===== src/rtl/cdsec_pkg.sv =====
package cdsec_pkg;

    localparam logic [14:0] LFSR_SEED     = 15'h0001;
    localparam logic [31:0] EDC_POLY_REFL = 32'hD801_8001;

    typedef enum logic [1:0] {
        FMT_NONE = 2'd0,
        FMT_M1   = 2'd1,
        FMT_M2F1 = 2'd2,
        FMT_M2F2 = 2'd3
    } fmt_e;

    typedef struct packed {
        logic [2:0] spare;
        fmt_e       fmt;
        logic       sync_late;
        logic       hdr_bad;
        logic       edc_bad;
    } status_t;

    typedef struct packed {
        logic [7:0] minute;
        logic [7:0] second;
        logic [7:0] frame;
        logic [7:0] mode;
    } hdr_t;

    function automatic logic [7:0] bitrev8(input logic [7:0] b);
        logic [7:0] r;
        for (int i = 0; i < 8; i++) r[i] = b[7-i];
        return r;
    endfunction

    function automatic logic [7:0] lfsr_key8(input logic [14:0] s);
        logic [14:0] r;
        logic [7:0]  k;
        r = s;
        for (int i = 0; i < 8; i++) begin
            k[i] = r[0];
            r    = {r[0] ^ r[1], r[14:1]};
        end
        return k;
    endfunction

    function automatic logic [14:0] lfsr_next8(input logic [14:0] s);
        logic [14:0] r;
        r = s;
        for (int i = 0; i < 8; i++) r = {r[0] ^ r[1], r[14:1]};
        return r;
    endfunction

    function automatic logic [31:0] edc_byte(input logic [31:0] c, input logic [7:0] d);
        logic [31:0] r;
        logic        fb;
        r = c;
        for (int i = 0; i < 8; i++) begin
            fb = r[0] ^ d[i];
            r  = r >> 1;
            if (fb) r = r ^ EDC_POLY_REFL;
        end
        return r;
    endfunction

    function automatic logic [31:0] sync_edc(input int nbytes);
        logic [31:0] c;
        c = '0;
        for (int i = 0; i < nbytes; i++)
            c = edc_byte(c, (i == 0 || i == nbytes - 1) ? 8'h00 : 8'hFF);
        return c;
    endfunction

    function automatic logic is_bcd(input logic [7:0] b);
        return (b[7:4] <= 4'd9) && (b[3:0] <= 4'd9);
    endfunction

endpackage


===== src/rtl/cdsec_descram.sv =====
module cdsec_descram
    import cdsec_pkg::*;
(
    input  logic       clk,
    input  logic       rst,
    input  logic       reseed,
    input  logic       step,
    input  logic [7:0] din,
    output logic [7:0] rev_o,
    output logic [7:0] dout
);
    logic [14:0] lfsr_q;

    always_ff @(posedge clk) begin
        if (rst || reseed) lfsr_q <= LFSR_SEED;
        else if (step)     lfsr_q <= lfsr_next8(lfsr_q);
    end

    assign rev_o = bitrev8(din);
    assign dout  = rev_o ^ lfsr_key8(lfsr_q);

    // a maximal-length register seeded non-zero never collapses to zero
    assert_lfsr_live_R1: assert property (@(posedge clk) disable iff (rst)
        lfsr_q != '0);
endmodule


===== config.mk =====
export PLATFORM = sky130hd
export DESIGN_NAME = cdsec_descram
export DESIGN_NICKNAME = d
export VERILOG_FILES = /design/src/rtl/cdsec_pkg.sv /design/src/rtl/cdsec_descram.sv
export SDC_FILE = /design/constraint.sdc
export NUM_CORES = 1
export LEC_CHECK = 0
export BUFFER_PORTS_ARGS = -buffer_cell sky130_fd_sc_hd__buf_2
export CAP_MARGIN = 30
export CORE_ASPECT_RATIO = 0.9
export CORE_MARGIN = 1.5
export CORE_UTILIZATION = 50
export DETAILED_ROUTE_END_ITERATION = 8
export PLACE_DENSITY = 0.78
export SLEW_MARGIN = 25
export SYNTH_ARGS = -nofsm -noshare
export SYNTH_HDL_FRONTEND = slang
export SYNTH_SLANG_ARGS = --single-unit

===== constraint.sdc =====
create_clock -name clk -period 2.41 [get_ports clk]
set_input_delay 0.241 -clock clk [delete_from_list [all_inputs] [get_ports clk]]
set_output_delay 0.241 -clock clk [all_outputs]
set_load 0.01 [all_outputs]

==> metrics.cfg <==
[placed_design]
place.gp.congestion = 0.649
dp.cells = 104
port_buffers = 27
dpl.hpwl_um = 849

[setup_path]
slowest_delay_ns = 0.43
cp_max_fo = 4
path_class = flop to output pin
cp_slowest_cell = dfxtp_1
critPathBufInv = 1
cp.required_ns = 2.17
critical_path.top_delay_family = flip-flops
cp_cell_sequence = xor2_1, buf_2
arrival_ns = 1.01
endpoint_kind = output pin
startpoint_type = flop

[timing]
finalSetupViolations = 0
min_period_over_period_pct = 52.1
worstMarginPinSlew_ns = 0.541
finalHoldViolCount = 0
rsz0062_at_grt = no
max_slew_margin_pct = 63.9
fin_setup_tns_ns = 0
finalMaxSlewViolations = 0
whs_ns = 0.475
fmax_mhz = 796
finClkSkew_ns = 0.00328
period_needed_ns = 1.26

[layout]
nets = 106
largest_reg_flops = 15
finalNonFillerCells = 108
area.growth.synth_to_final_pct = 11.0
n_antenna_cell = 0
fillers = 128
register_area_um2 = 300
drive_gt1_share_pct = 36.6
top_regs = lfsr_q: 15 flops
regMostFlops = lfsr_q
multiInputGateArea_um2 = 354

[hold_path]
hold_class = primary input to flop

[global_route]
grt_usage_pct = 14.8
grt_antenna_before_repair = 0
grtUsageMet2_pct = 25.7
grt_max_degree = 25
grt_pass1_wl_um = 1840
met3_usage_pct = 6.91
grt_pass1_vias = 452
grt_use_met1_pct = 17.0
busiest_layer = met2
overflow = 0

[die]
start_util_pct = 52.5
rows = 13
ios = 28
design.die.area_um2 = 1750
die_h_um = 39.8
core_um2 = 1430
dieWidth_um = 43.9

[yosys]
yosys.area.top_type_share_pct = 39.9
ys_seq_area_share_pct = 39.9
yosys_warnings = 0
synth.cells.most_frequent = dfxtp_1 (15), nor2_1 (14), buf_4 (10)
yosysTopAreaCell = dfxtp_1
synth_ff_type = dfxtp_1
synth_area_leaders = dfxtp_1 (40%), buf_4 (10%), xnor2_1 (9.3%), xor2_1 (9.3%), mux2i_1 (8.0%)
synth_cell_type_count = 12
synth_edf_count = 0
synth_seq_cells = 15
syn_area_um2 = 752
syn-instance-count = 74
ys_async_sr_fraction_pct = 0
synth_fp_nets = 86
synthMostInstantiatedCell = dfxtp_1
avgSynthCellArea_um2 = 10.2

[clock_tree]
cts_resized = 0
cts_buffer_depth = 2
clk_root_buffer_cell = clkbuf_4
cts_tree = built
cts.sinks = 15
cts.clk_slew.worst_paths_ns = 0.08
post_cts_buffers = 0
cts_buffers = 3
cts_hold_buf = 0
clock_latency_ns = 0.28
htreeDepth = 1

[detailed_routing]
vias = 522
drtIter0Drc = 9
first_pass_iters = 3
via_per_inst = 4.83
drc = 0
post_drt_wl_per_cell_um = 10.8
drtAntennaViolNets = 0
finalWirelength_um = 1170

[run_status]
status = complete, no violations

[power]
power_density_nw_per_um2 = 562
totalPowerFinal_mw = 0.469
p_leak_nw = 0.365
ir_worst_vdd_mv = 0.445

[flow_run]
drv_cap = 0

==> cell type report <==
cell class / count / share of cell area, %
repair buffers: 27 / 16.2
clock buffers: 4 / 3.15
well taps: 15 / 2.25
multi-input cells: 47 / 42.4
flip-flops and latches: 15 / 36.0
==> worst min-delay path: stages <==
cell      delay, ns
buf_2          0.26
nor2_1         0.15
a211oi_1       0.05
==> cells by family (layout without fill, tap and decap cells) <==
kind of cell / after synthesis / in the layout / synth area share (%)
buffers and inverters: 12 / 31 / 13.0
XOR/XNOR: 16 / 16 / 18.6
flip-flops: 15 / 15 / 39.9
AND/OR/NAND/NOR: 16 / 16 / 8.65
AO/OA/AOI/OAI: 9 / 9 / 11.8
multiplexers: 6 / 6 / 7.99
==> worst paths after layout <==
check | from | endpoint | slack (ns) | depth (start not counted)
min | step | lfsr_q[8] | 0.48 | 3
max | lfsr_q[5] | dout[5] | 1.15 | 2
min reg2reg | lfsr_q[10] | lfsr_q[2] | 0.51 | 2
max reg2reg | lfsr_q[7] | lfsr_q[14] | 1.55 | 2
==> layout by cell type, fill, tap and decap left out, drive strengths merged <==
master  Yosys  final
a211oi      8      8
nor2       14     14
a211o       1      1
xnor2       8      8
nor2b       1      1
dfxtp      15     15
xor2        8      8
clkbuf      0      4
mux2i       6      6
buf        12     27
or2         1      1
==> power breakdown <==
group | leakage (nW) | total (mW) | internal (mW) | switching, mW
Combinational | 0.228 | 0.0695 | 0.0322 | 0.0374
Clock | 0.0150 | 0.140 | 0.0643 | 0.0754
Sequential | 0.122 | 0.260 | 0.254 | 0.00547
==> layer usage <==
metal	routed length (µm)	vias to the layer above
li1	-	276
met3	79	0
met1	503	230
met4	0	0
met2	584	16
met5	0	-
==> per-stage QoR <==
| stage | area [µm²] | setup WS (ns) | util, % |
|---|---|---|---|
| 2_1_floorplan | 752 | 1.46 | - |
| 3_3_place_gp | 808 | 1.20 | 56.5 |
| 3_5_place_dp | 808 | 1.19 | 56.5 |
| 4_1_cts | 835 | 1.13 | 58.3 |
| 5_1_grt | 835 | 1.08 | 58.3 |
| 6_report | 835 | 1.15 | 58.3 |
(Power assumes the default switching activity.)
